<file path="src/rtl/gart_pkg.sv">
package gart_pkg;

   localparam logic [1:0] SEL_TBASE = 2'd0;
   localparam logic [1:0] SEL_APER  = 2'd1;
   localparam logic [1:0] SEL_CTRL  = 2'd2;
   localparam logic [1:0] SEL_STAT  = 2'd3;

   localparam int unsigned CB_INV = 0;
   localparam int unsigned CB_EN  = 8;
   localparam int unsigned CB_RST = 16;

   // control write codes {rst, en, inv}, first step in the top bits
   localparam logic [11:0] PAT_RESUME = {3'b011, 3'b010, 3'b110, 3'b010};
   localparam logic [11:0] PAT_HALT   = {3'b011, 3'b000, 3'b100, 3'b000};

   typedef enum logic [1:0] {XS_IDLE, XS_LOOK, XS_WAIT} xl_state_t;

   function automatic logic [31:0] byte_rev32(input logic [31:0] w);
      return {w[7:0], w[15:8], w[23:16], w[31:24]};
   endfunction

   function automatic logic [2:0] pat_step(input logic [11:0] pat, input logic [1:0] n);
      case (n)
         2'd0:    return pat[11:9];
         2'd1:    return pat[8:6];
         2'd2:    return pat[5:3];
         default: return pat[2:0];
      endcase
   endfunction

   // returns {done, next step}
   function automatic logic [2:0] pat_adv(input logic [11:0] pat, input logic [1:0] st,
                                          input logic [2:0] code);
      if (code == pat_step(pat, st)) begin
         if (st == 2'd3) return 3'b100;
         return {1'b0, st + 2'd1};
      end
      if (code == pat_step(pat, 2'd0)) return 3'b001;
      return 3'b000;
   endfunction

endpackage

</file>
<file path="src/rtl/gart_cfg_regs.sv">
module gart_cfg_regs
   import gart_pkg::*;
#(
   parameter int unsigned APER_BITS = 4
) (
   input  logic                 clk,
   input  logic                 rst_n,
   input  logic                 wr_en,
   input  logic [1:0]           wr_sel,
   input  logic [31:0]          wr_data,
   input  logic [1:0]           rd_sel,
   output logic [31:0]          rd_data,
   input  logic                 idle_i,
   output logic [31:0]          tbase_o,
   output logic [APER_BITS-1:0] aper_o,
   output logic                 enable_o,
   output logic                 stopped_o,
   output logic                 flush_o
);

   localparam int unsigned LOW_W = 32 - APER_BITS;

   if (APER_BITS < 1 || APER_BITS > 16) begin : g_bad_aper
      $error("gart_cfg_regs: APER_BITS out of range");
   end

   logic [31:0]          tbase_q, ctl_q;
   logic [APER_BITS-1:0] aper_q;
   logic                 stopped_q;
   logic [1:0]           res_st_q, halt_st_q;
   logic [2:0]           code, res_nx, halt_nx;
   logic                 ctl_wr;

   assign ctl_wr  = wr_en && (wr_sel == SEL_CTRL);
   assign code    = {wr_data[CB_RST], wr_data[CB_EN], wr_data[CB_INV]};
   assign res_nx  = pat_adv(PAT_RESUME, res_st_q, code);
   assign halt_nx = pat_adv(PAT_HALT, halt_st_q, code);

   always_ff @(posedge clk) begin
      if (!rst_n) begin
         tbase_q   <= '0;
         ctl_q     <= '0;
         aper_q    <= '0;
         stopped_q <= 1'b0;
         res_st_q  <= '0;
         halt_st_q <= '0;
      end else if (wr_en) begin
         case (wr_sel)
            SEL_TBASE: tbase_q <= wr_data;
            SEL_APER:  aper_q  <= wr_data[31 -: APER_BITS];
            SEL_CTRL: begin
               ctl_q     <= wr_data;
               res_st_q  <= res_nx[1:0];
               halt_st_q <= halt_nx[1:0];
               if (halt_nx[2])     stopped_q <= 1'b1;
               else if (res_nx[2]) stopped_q <= 1'b0;
            end
            default: ;
         endcase
      end
   end

   always_comb begin
      case (rd_sel)
         SEL_TBASE: rd_data = tbase_q;
         SEL_APER:  rd_data = {aper_q, LOW_W'(0)};
         SEL_CTRL:  rd_data = ctl_q;
         default:   rd_data = {30'd0, stopped_q, idle_i};
      endcase
   end

   assign tbase_o   = tbase_q;
   assign aper_o    = aper_q;
   assign enable_o  = ctl_q[CB_EN];
   assign stopped_o = stopped_q;
   assign flush_o   = ctl_wr && wr_data[CB_INV];

   // stopping only follows the last (all-zero) write of the halt pattern
   assert_halt_on_zero_R9 : assert property (@(posedge clk) disable iff (!rst_n)
      $rose(stopped_q) |-> $past(ctl_wr && (code == 3'b000)));

   // leaving the stopped state only follows an enable-only write
   assert_resume_on_en_R9 : assert property (@(posedge clk) disable iff (!rst_n)
      $fell(stopped_q) |-> $past(ctl_wr && (code == 3'b010)));

endmodule

</file>
<file path="src/rtl/gart_tlb.sv">
module gart_tlb #(
   parameter int unsigned ENTRIES = 8,
   parameter int unsigned TAG_W   = 16,
   parameter int unsigned DATA_W  = 20
) (
   input  logic              clk,
   input  logic              rst_n,
   input  logic [TAG_W-1:0]  lk_tag,
   output logic              lk_hit,
   output logic [DATA_W-1:0] lk_data,
   input  logic              fill_en,
   input  logic [TAG_W-1:0]  fill_tag,
   input  logic [DATA_W-1:0] fill_data,
   input  logic              flush
);

   localparam int unsigned PTR_W = (ENTRIES > 1) ? $clog2(ENTRIES) : 1;

   if (ENTRIES < 2 || ENTRIES > 64) begin : g_bad_depth
      $error("gart_tlb: ENTRIES must be 2..64");
   end

   logic [ENTRIES-1:0] valid_q, hit_vec;
   logic [TAG_W-1:0]   tag_q  [ENTRIES];
   logic [DATA_W-1:0]  data_q [ENTRIES];
   logic [PTR_W-1:0]   ptr_q;
   logic               do_fill;

   assign do_fill = fill_en && !flush;

   for (genvar g = 0; g < ENTRIES; g++) begin : g_way
      assign hit_vec[g] = valid_q[g] && (tag_q[g] == lk_tag);

      always_ff @(posedge clk) begin
         if (do_fill && (ptr_q == PTR_W'(g))) begin
            tag_q[g]  <= fill_tag;
            data_q[g] <= fill_data;
         end
      end
   end

   always_comb begin
      lk_data = '0;
      for (int i = 0; i < ENTRIES; i++) begin
         if (hit_vec[i]) lk_data = lk_data | data_q[i];
      end
   end
   assign lk_hit = |hit_vec;

   always_ff @(posedge clk) begin
      if (!rst_n || flush) begin
         valid_q <= '0;
         ptr_q   <= '0;
      end else if (do_fill) begin
         valid_q[ptr_q] <= 1'b1;
         ptr_q          <= (ptr_q == PTR_W'(ENTRIES - 1)) ? '0 : ptr_q + 1'b1;
      end
   end

   assert_single_hit_R7 : assert property (@(posedge clk) disable iff (!rst_n)
      $onehot0(hit_vec));

   assert_flush_empties_R8 : assert property (@(posedge clk) disable iff (!rst_n)
      flush |=> (valid_q == '0));

   assert_fill_grows_R7 : assert property (@(posedge clk) disable iff (!rst_n)
      (do_fill && !valid_q[ptr_q]) |=> ($countones(valid_q) == $countones($past(valid_q)) + 1));

endmodule

</file>
<file path="src/rtl/gart_xlate.sv">
module gart_xlate
   import gart_pkg::*;
#(
   parameter int unsigned TLB_ENTRIES  = 8,
   parameter int unsigned PAGE_SHIFT   = 12,
   parameter int unsigned APER_BITS    = 4,
   parameter int unsigned CNT_W        = 12,
   parameter bit          SWAP_ENTRIES = 1'b1
) (
   input  logic        clk,
   input  logic        rst_n,
   input  logic        reg_wr,
   input  logic [1:0]  reg_wsel,
   input  logic [31:0] reg_wdata,
   input  logic [1:0]  reg_rsel,
   output logic [31:0] reg_rdata,
   input  logic        req_valid,
   output logic        req_ready,
   input  logic [31:0] req_addr,
   output logic        rsp_valid,
   output logic [31:0] rsp_paddr,
   output logic        rsp_err,
   output logic        mem_req,
   output logic [31:0] mem_addr,
   input  logic        mem_rvalid,
   input  logic [31:0] mem_rdata
);

   localparam int unsigned AW        = 32;
   localparam int unsigned IDX_W     = AW - APER_BITS - PAGE_SHIFT;
   localparam int unsigned PPN_W     = AW - PAGE_SHIFT;
   localparam int unsigned EPP_SHIFT = PAGE_SHIFT - 2;
   localparam int unsigned LIM_W     = CNT_W + EPP_SHIFT;
   localparam int unsigned CMP_W     = ((LIM_W > IDX_W) ? LIM_W : IDX_W) + 1;

   if (CNT_W > PAGE_SHIFT || PAGE_SHIFT < 3) begin : g_bad_page
      $error("gart_xlate: page count must fit below the page-aligned base");
   end
   if (APER_BITS + PAGE_SHIFT >= AW) begin : g_bad_split
      $error("gart_xlate: no index bits left");
   end

   xl_state_t             state_q;
   logic [AW-1:0]         cur_q;
   logic                  rv_q, rerr_q;
   logic [AW-1:0]         rpa_q;

   logic [AW-1:0]         tbase;
   logic [APER_BITS-1:0]  aper;
   logic                  enable, stopped, flush;

   logic [IDX_W-1:0]      idx;
   logic [PAGE_SHIFT-1:0] pg_off;
   logic                  in_ap, oob, trans_on;
   logic [CMP_W-1:0]      idx_x, lim_x;
   logic                  hit;
   logic [PPN_W-1:0]      hit_ppn;
   logic [AW-1:0]         ent;
   logic                  ent_unused_bits;
   logic                  look_go_mem;
   logic [AW-1:0]         look_pa;
   logic                  look_err;

   gart_cfg_regs #(.APER_BITS(APER_BITS)) u_regs (
      .clk       (clk),
      .rst_n     (rst_n),
      .wr_en     (reg_wr),
      .wr_sel    (reg_wsel),
      .wr_data   (reg_wdata),
      .rd_sel    (reg_rsel),
      .rd_data   (reg_rdata),
      .idle_i    (state_q == XS_IDLE),
      .tbase_o   (tbase),
      .aper_o    (aper),
      .enable_o  (enable),
      .stopped_o (stopped),
      .flush_o   (flush)
   );

   // address split and window checks
   assign idx      = cur_q[AW-APER_BITS-1 : PAGE_SHIFT];
   assign pg_off   = cur_q[PAGE_SHIFT-1:0];
   assign in_ap    = (cur_q[AW-1 -: APER_BITS] == aper);
   assign idx_x    = CMP_W'(idx);
   assign lim_x    = CMP_W'(tbase[CNT_W-1:0]) << EPP_SHIFT;
   assign oob      = (idx_x >= lim_x);
   assign trans_on = enable && !stopped;

   assign mem_addr = {tbase[AW-1:PAGE_SHIFT], PAGE_SHIFT'(0)} + AW'({idx, 2'b00});

   if (SWAP_ENTRIES) begin : g_le_entry
      assign ent = byte_rev32(mem_rdata);
   end else begin : g_be_entry
      assign ent = mem_rdata;
   end
   assign ent_unused_bits = ^ent[PAGE_SHIFT-1:1];

   gart_tlb #(
      .ENTRIES (TLB_ENTRIES),
      .TAG_W   (IDX_W),
      .DATA_W  (PPN_W)
   ) u_tlb (
      .clk       (clk),
      .rst_n     (rst_n),
      .lk_tag    (idx),
      .lk_hit    (hit),
      .lk_data   (hit_ppn),
      .fill_en   ((state_q == XS_WAIT) && mem_rvalid && ent[0]),
      .fill_tag  (idx),
      .fill_data (ent[AW-1:PAGE_SHIFT]),
      .flush     (flush)
   );

   always_comb begin
      look_go_mem = 1'b0;
      look_pa     = '0;
      look_err    = 1'b0;
      if (!in_ap) begin
         look_pa = cur_q;
      end else if (!trans_on || oob) begin
         look_err = 1'b1;
      end else if (hit) begin
         look_pa = {hit_ppn, pg_off};
      end else begin
         look_go_mem = 1'b1;
      end
   end

   assign mem_req   = (state_q == XS_LOOK) && look_go_mem;
   assign req_ready = (state_q == XS_IDLE);

   always_ff @(posedge clk) begin
      if (!rst_n) begin
         state_q <= XS_IDLE;
         cur_q   <= '0;
         rv_q    <= 1'b0;
         rpa_q   <= '0;
         rerr_q  <= 1'b0;
      end else begin
         rv_q <= 1'b0;
         case (state_q)
            XS_IDLE: if (req_valid) begin
               cur_q   <= req_addr;
               state_q <= XS_LOOK;
            end
            XS_LOOK: if (look_go_mem) begin
               state_q <= XS_WAIT;
            end else begin
               rv_q    <= 1'b1;
               rpa_q   <= look_pa;
               rerr_q  <= look_err;
               state_q <= XS_IDLE;
            end
            XS_WAIT: if (mem_rvalid) begin
               rv_q    <= 1'b1;
               rpa_q   <= ent[0] ? {ent[AW-1:PAGE_SHIFT], pg_off} : '0;
               rerr_q  <= !ent[0];
               state_q <= XS_IDLE;
            end
            default: state_q <= XS_IDLE;
         endcase
      end
   end

   assign rsp_valid = rv_q;
   assign rsp_paddr = rpa_q;
   assign rsp_err   = rerr_q;

   assert_mem_pulse_R6 : assert property (@(posedge clk) disable iff (!rst_n)
      mem_req |=> !mem_req);

   assert_busy_after_accept_R6 : assert property (@(posedge clk) disable iff (!rst_n)
      (req_valid && req_ready) |=> !req_ready);

   assert_answer_after_data_R6 : assert property (@(posedge clk) disable iff (!rst_n)
      (mem_rvalid && !req_ready && !mem_req) |=> rsp_valid);

   assert_err_zero_addr_R3 : assert property (@(posedge clk) disable iff (!rst_n)
      (rsp_valid && rsp_err) |-> (rsp_paddr == '0));

   assert_no_read_when_off_R5 : assert property (@(posedge clk) disable iff (!rst_n)
      (!enable || stopped) |-> !mem_req);

endmodule

</file>
<file path="config.mk">
export PLATFORM = sky130hd
export DESIGN_NAME = gart_xlate
export DESIGN_NICKNAME = d
export VERILOG_FILES = /design/src/rtl/gart_pkg.sv /design/src/rtl/gart_cfg_regs.sv /design/src/rtl/gart_tlb.sv /design/src/rtl/gart_xlate.sv
export SDC_FILE = /design/constraint.sdc
export NUM_CORES = 1
export LEC_CHECK = 0
export BUFFER_PORTS_ARGS = -buffer_cell sky130_fd_sc_hd__buf_2
export CAP_MARGIN = 20
export CORE_UTILIZATION = 45
export CTS_BUF_LIST = sky130_fd_sc_hd__clkbuf_2 sky130_fd_sc_hd__clkbuf_4 sky130_fd_sc_hd__clkbuf_8
export DETAILED_ROUTE_END_ITERATION = 6
export PLACE_DENSITY = 0.77
export SETUP_SLACK_MARGIN = 0.4
export SLEW_MARGIN = 20
export SYNTH_ARGS = -nofsm -noshare
export SYNTH_HDL_FRONTEND = slang
export SYNTH_HIERARCHICAL = 1
export SYNTH_SLANG_ARGS = --single-unit
</file>
<file path="constraint.sdc">
create_clock -name clk -period 2.8 [get_ports clk]
set_input_delay 0.14 -clock clk [delete_from_list [all_inputs] [get_ports clk]]
set_output_delay 0.14 -clock clk [all_outputs]
set_load 0.05 [all_outputs]
</file>
==> metrics, run 1 <==
run status=finished, violations left; failing checks=negative setup slack; DRC=0; YS warnings=6; synthesized instance count=between 1500 and 2000; Max Cap Violations=0; vias in the first global route=around 16000; cell count of the worst reg-to-reg path=12; vias per cell=5.97; Crit. Startpoint=cur_q[24]$_SDFFE_PN0P_; die footprint=between 40000 and 50000 um2; Core ar.=between 40000 and 50000 um2; antenna viol nets, final=0; Async S/R FF share, synth=0; period utilisation layout=1.16; CP required=about 2.7 ns; maximum net fanout on the critical path=7; placed inst area=21400 um2; RSZ-0062 raised after global routing=true; Total GRT Usage=0.269; Slew @ Worst Pin=between 0.8 and 0.9 ns; CTS Root Cell=clkbuf_8; Die Span X=~210 um; gpl congestion=0.855; Crit Path Class=reg -> out; slew margin rel.=0.461; CP Data Arrival Time=3.10 ns; wirelength, routed=approximately 63 mm; CP most frequent cell=buf_12; largest net degree at the start of global routing=43; cts bufs inserted=slightly above 70; Cell Area, Synth=~19000 um2; IO Pins=205; Pre-Repair DR Iteration Count=6; global route overflow=0; FP Rows=75; Design Area, Final=approximately 25000 um2; Worst VDD drop=~0.00042 V; placed cell count=around 2400; final worst path period need=around 3.2 ns; Worst-path clk slew=~0.070 ns; multi-input logic area=between 7000 and 8000 um2; setup TNS=-10.63 ns; Final Core Density=0.595; average instance area after synthesis=approximately 11 um2; fin cells=~2700; Max Freq=309 MHz; largest cells by area after synthesis=edfxtp_1, dfxtp_1, nand2_1; post-DR wirelength/cell=23.2 um; Bufs on Longest Clock Path=3; Sink Count=between 400 and 500; Top FF cell, synth=edfxtp_1; Slew Viols, Final=0; r2r startpoint=cur_q[25]$_SDFFE_PN0P_; diodes inserted=0; First DRT Iteration DRCs=roughly 2000; # setup viols final=between 40 and 50; number of synthesized register bits=440; sequential area share after synthesis=0.601; post-synth cell types=60; Fillers=between 3000 and 4000; Crit path largest cell delay=0.49 ns; Power Dens Cells=approximately 570 nW/um2; Vias=about 16000; leading area contributor after synthesis=edfxtp_1; CP startpoint kind=flop; first-pass GRT wire length=90.8 mm; Final #Nets=roughly 2200; commonest non-fill, non-tap cells in the layout=edfxtp_1, nand2_1, buf_2, dfxtp_1, nand3_1; H-tree depth=3; EDFF count, synth=about 290; clock latency on the worst-skew pair=roughly 0.62 ns; starting density of the core=0.460; antenna violations before repair=2; Leak Pwr=approximately 9.1 nW; crit path capture type=primary output; Area Growth Syn to Fin=29.6%; hpwl dp=roughly 34 mm; clk_skew=around 0.035 ns; setup ws final=-0.439 ns; Fin. Hold Viols=0; CTS tree=done; top-area cell type share of the netlist area=0.445; Worst Hold Class=in -> reg; WHS Path Cells=3; Worst path slowest cell=nor4_2; hold path start=mem_rdata[24]; most common cell after layout, fill and taps aside=edfxtp_1; Reg area=approximately 12000 um2; Port Buf Inserts=between 150 and 200; die span in y=210 um; worst-path cell chain=buf_6 -> xor2_1 -> nor3_2 -> nor3b_2 -> a31oi_1 -> nand4_1 -> nor4_2 -> and3_4 -> buf_12 -> buf_12; share of cells above drive strength 1=0.287
==> final cells by class <==
| class | count | share of cell area |
|---|---|---|
| flip-flops and latches | 440 | 0.466 |
| multi-input cells | 1135 | 0.309 |
| repair buffers | 413 | 0.132 |
| clock buffers | 106 | 0.0519 |
| well taps | 577 | 0.0287 |
| inverters | 37 | 0.00551 |
| clock inverters | 24 | 0.00670 |
==> cells by family after synthesis <==
logic type	Yosys count	synth area share
other cells	1	0.000193
simple gates	634	0.164
buf+inv	167	0.0430
xor+xnor	143	0.0652
compound gates	280	0.0872
flops	440	0.601
fa+ha+maj	28	0.0184
mux	40	0.0208
==> path summary, 6_finish.rpt <==
path | end | slack, ns
min reg2reg | u_regs/ctl_q[5]$_SDFFE_PN0P_ | 0.46
min | u_tlb/ptr_q[2]$_SDFFE_PP0P_ | 0.04
max | mem_req | -0.44
max reg2reg | rsp_paddr[18]$_SDFFE_PN0P_ | -0.32
==> cell usage after synthesis, drive strengths merged (3+ instances only) <==
library cell	number
edfxtp	288
dfxtp	152
and4	21
a31oi	29
a21oi	93
a221oi	6
ha	27
inv	37
nand4	86
nor3	30
o22ai	4
clkbuf	56
and2	7
nor2	66
mux2	3
xor2	36
mux2i	37
nand2	270
nor3b	3
nor4	11
nand3	98
and3	15
nor2b	6
a211oi	3
nand2b	9
o21ai	62
xnor2	107
a21boi	45
buf	74
o211ai	23
==> layer usage <==
layer	global-route usage	routed length, um
met2	0.441	29800
met4	0.0964	2190
met5	0	23
met3	0.0756	8180
met1	0.339	23200
==> stage by stage <==
| step | setup slack, ns | hold slack (ns) | total power (W) |
|---|---|---|---|
| floorplan | 0.172 | 0.239 | 0.00791 |
| global placement | 0.0523 | 0.391 | 0.00829 |
| detailed placement | -0.0777 | 0.398 | 0.00832 |
| CTS | -0.250 | 0.0371 | 0.0142 |
| global route | -0.478 | 0.0549 | 0.0146 |
| finish | -0.439 | 0.0386 | 0.0142 |
==> state kept, by name, summed over array words and instances, names as in the netlist <==
signal / flops
cur_q: 32
rsp_err: 1
rsp_paddr: 32
rsp_valid: 1
state_q: 2
u_regs/aper_o: 4
u_regs/ctl_q: 32
u_regs/halt_st_q: 2
u_regs/res_st_q: 2
u_regs/stopped_o: 1
u_regs/tbase_o: 32
u_tlb/data_q: 160
u_tlb/ptr_q: 3
u_tlb/tag_q: 128
u_tlb/valid_q: 8
==> power by group <==
group | internal (W) | switching [W] | leakage (nW)
combinational | 0.000536 | 0.000871 | 4.42
clock | 0.00319 | 0.00256 | 0.782
sequential | 0.00698 | 0.000102 | 3.85
==> repair_timing <==
item,4_1_cts,5_1_grt
pin swaps,78,56
setup endpoints to repair,53,211
hold buffers,91,0
gates resized for setup,160,57
cloned,5,9
hold endpoints to repair,274,0
setup buffers,37,12
==> critical path: cells and delay by family (launching register included) <==
family | cells | cell delay, ns
simple gates | 5 | 1.28
buf+inv | 3 | 0.41
flops | 1 | 0.40
xor+xnor | 1 | 0.24
compound gates | 1 | 0.16
Note: power is estimated with default switching activity, not from simulation.
==> run 2: changes to the inputs <==
--- a/config.mk
+++ b/config.mk
@@ -10,7 +10,9 @@
 export CORE_UTILIZATION = 45
 export CTS_BUF_LIST = sky130_fd_sc_hd__clkbuf_2 sky130_fd_sc_hd__clkbuf_4 sky130_fd_sc_hd__clkbuf_8
 export DETAILED_ROUTE_END_ITERATION = 6
+export GPL_TIMING_DRIVEN = 1
 export PLACE_DENSITY = 0.77
+export RECOVER_POWER = 50
 export SETUP_SLACK_MARGIN = 0.4
 export SLEW_MARGIN = 20
 export SYNTH_ARGS = -nofsm -noshare
==> run 2 against run 1 <==
The flow still finishes with violations (negative setup slack); clock-buffer cell count unchanged; combinational power hardly changed; routed wire length is 0.22% lower; critical path depth stayed put; final area shrank 0.44%; power hardly changed; sequential share of layout area is 0.19 points higher; largest power group unchanged.
==> metrics, run 2 (synthesized netlist as in run 1, its figures left out) <==
Fillers=roughly 3100; Power Dens Cells=approximately 570 nW/um2; CTS Root Cell=clkbuf_8; Slew @ Worst Pin=about 1.3 ns; vias per cell=roughly 6; period utilisation layout=1.15; Pre-Repair DR Iteration Count=6; sw frac=0.249; Final #Nets=~2200; gpl congestion=between 0.8 and 0.9; cts bufs inserted=between 70 and 80; post-DR wirelength/cell=23.1 um; DRC=0; failing checks=negative setup slack; Max Freq=about 310 MHz; Slew Viols, Final=0; IO Pins=~210; global route overflow=0; Total GRT Usage=0.269; die footprint=44100 um2; setup ws final=-0.419 ns; Worst Hold Class=in -> reg; Worst-path clk slew=0.07 ns; Vias=16300; first-pass GRT wire length=90.8 mm; most common cell after layout, fill and taps aside=edfxtp_1; slew margin rel.=0.147; Worst VDD drop=~0.00042 V; Crit path largest cell delay=about 0.47 ns; run status=finished, violations left; delay-heaviest family, CP=simple AND/OR/NAND/NOR gates; CP Data Arrival Time=3.08 ns; antenna violations before repair=2; Power Internal=roughly 0.011 W; setup TNS=-9.88 ns; Port Buf Inserts=approximately 190; Max Cap Violations=0; final worst path period need=roughly 3.2 ns; die span in y=210 um; Sink Count=440; largest registers=u_tlb/data_q x160, u_tlb/tag_q x128; post-place setup slack=-0.0777 ns; crit path capture type=primary output; clock latency on the worst-skew pair=about 0.62 ns; Fin. Hold Viols=0; antenna viol nets, final=0; sequential group share of total power=0.498; CP startpoint kind=flop; Biggest register=u_tlb/data_q; CP most frequent cell=buf_12; worst path bufs/invs=3; Area Growth Syn to Fin=29.0%; worst-path cell chain=buf_6 -> xor2_1 -> nor3_2 -> nor3b_2 -> a31oi_1 -> nand4_1 -> nor4_2 -> and3_4 -> buf_12 -> buf_12; logic gate share of total power=0.098; diodes inserted=0; H-tree depth=3; Crit Path Class=reg -> out; FP Rows=75; commonest non-fill, non-tap cells in the layout=edfxtp_1, nand2_1, dfxtp_1, buf_2, nand3_1; wirelength, routed=~63 mm; hpwl dp=between 30 and 40 mm; vias in the first global route=16000; Core ar.=42300 um2; maximum net fanout on the critical path=7; Die Span X=around 210 um; max FFs per register=160; Net Sw Power=~0.0035 W; starting density of the core=0.460; First DRT Iteration DRCs=1853; CP required=2.66 ns; share of cells above drive strength 1=0.254; clk_skew=approximately 0.035 ns; # setup viols final=43; Worst path slowest cell=nor4_2; Bufs on Longest Clock Path=3; Reg area=between 10000 and 15000 um2; clock share of power=0.405; largest net degree at the start of global routing=43; CTS tree=done; multi-input logic area=7790 um2; Leak Pwr=8.79 nW; RSZ-0062 raised after global routing=true
[run 2: cell count changes in the layout (fill, tap and decap cells not counted), moves of 3 or more]
cell      delta
buf_2       -60
clkbuf_1    +68
buf_4       -12
clkbuf_4     +3
[run 2: final cells by class]
cell class                 count  share of cell area
clock buffer                 106              0.0522
clock inverter                24             0.00673
inverter                      37             0.00554
multi-input combinational   1135               0.310
sequential                   440               0.468
tap                          577              0.0288
timing repair buffer         413               0.128
[run 2: final timing paths]
check	from	endpoint	slack [ns]	depth (start not counted)
hold reg to reg	u_regs/ctl_q[30]$_SDFFE_PN0P_	u_regs/ctl_q[30]$_SDFFE_PN0P_	0.46	2
setup / recovery	cur_q[24]$_SDFFE_PN0P_	mem_req	-0.42	10
hold / removal	mem_rdata[24]	u_tlb/ptr_q[2]$_SDFFE_PP0P_	0.03	3
setup reg to reg	cur_q[25]$_SDFFE_PN0P_	rsp_paddr[18]$_SDFFE_PN0P_	-0.29	12
[run 2: worst register-to-register path, stage by stage, from the launching register on]
cell     delay, ns
dfxtp_4       0.39
xor2_1        0.18
nor4_1        0.29
nand3_1       0.18
nor3_4        0.34
a22oi_2       0.13
nand4_1       0.22
nor4_2        0.12
and3_4        0.23
buf_6         0.13
buf_12        0.14
or3b_4        0.51
o21ai_2       0.18
[run 2: repair_timing]
item                                   in CTS  in global routing
setup endpoints to repair                  53                211
pin swaps                                  78                 56
hold buffers                               91                  0
buffers inserted                           37                 12
gates resized for setup                   160                 57
endpoints found under the hold margin     274                  0
gates cloned                                5                  9
[run 2: power groups by stage]
| stage | combinational, W | clock [W] | sequential, W |
|---|---|---|---|
| floorplan | 0.000684 | 0 | 0.00722 |
| global placement | 0.00107 | 0 | 0.00722 |
| detailed placement | 0.00109 | 0 | 0.00723 |
| CTS | 0.00132 | 0.00577 | 0.00708 |
| global route | 0.00146 | 0.00608 | 0.00709 |
| finish | 0.00139 | 0.00576 | 0.00708 |
[run 2: through the flow]
step	utilization	instances	total power (W)	hold WS (ns)	area, um2
floorplan	-	1734	0.00791	0.239	19700
global placement	0.505	2448	0.00829	0.391	21400
detailed placement	0.505	2448	0.00832	0.398	21400
CTS	0.584	2711	0.0142	0.0371	24700
global route	0.593	2732	0.0146	0.0549	25100
finish	0.593	2732	0.0142	0.0322	25100
[run 2: routing by layer]
| metal | wire (um) | GRT usage | up-vias |
|---|---|---|---|
| li1 | - | - | 6990 |
| met2 | 29600 | 0.441 | 1276 |
| met5 | 24 | 0 | - |
| met4 | 2350 | 0.0964 | 4 |
| met1 | 22700 | 0.339 | 7852 |
| met3 | 8560 | 0.0756 | 213 |
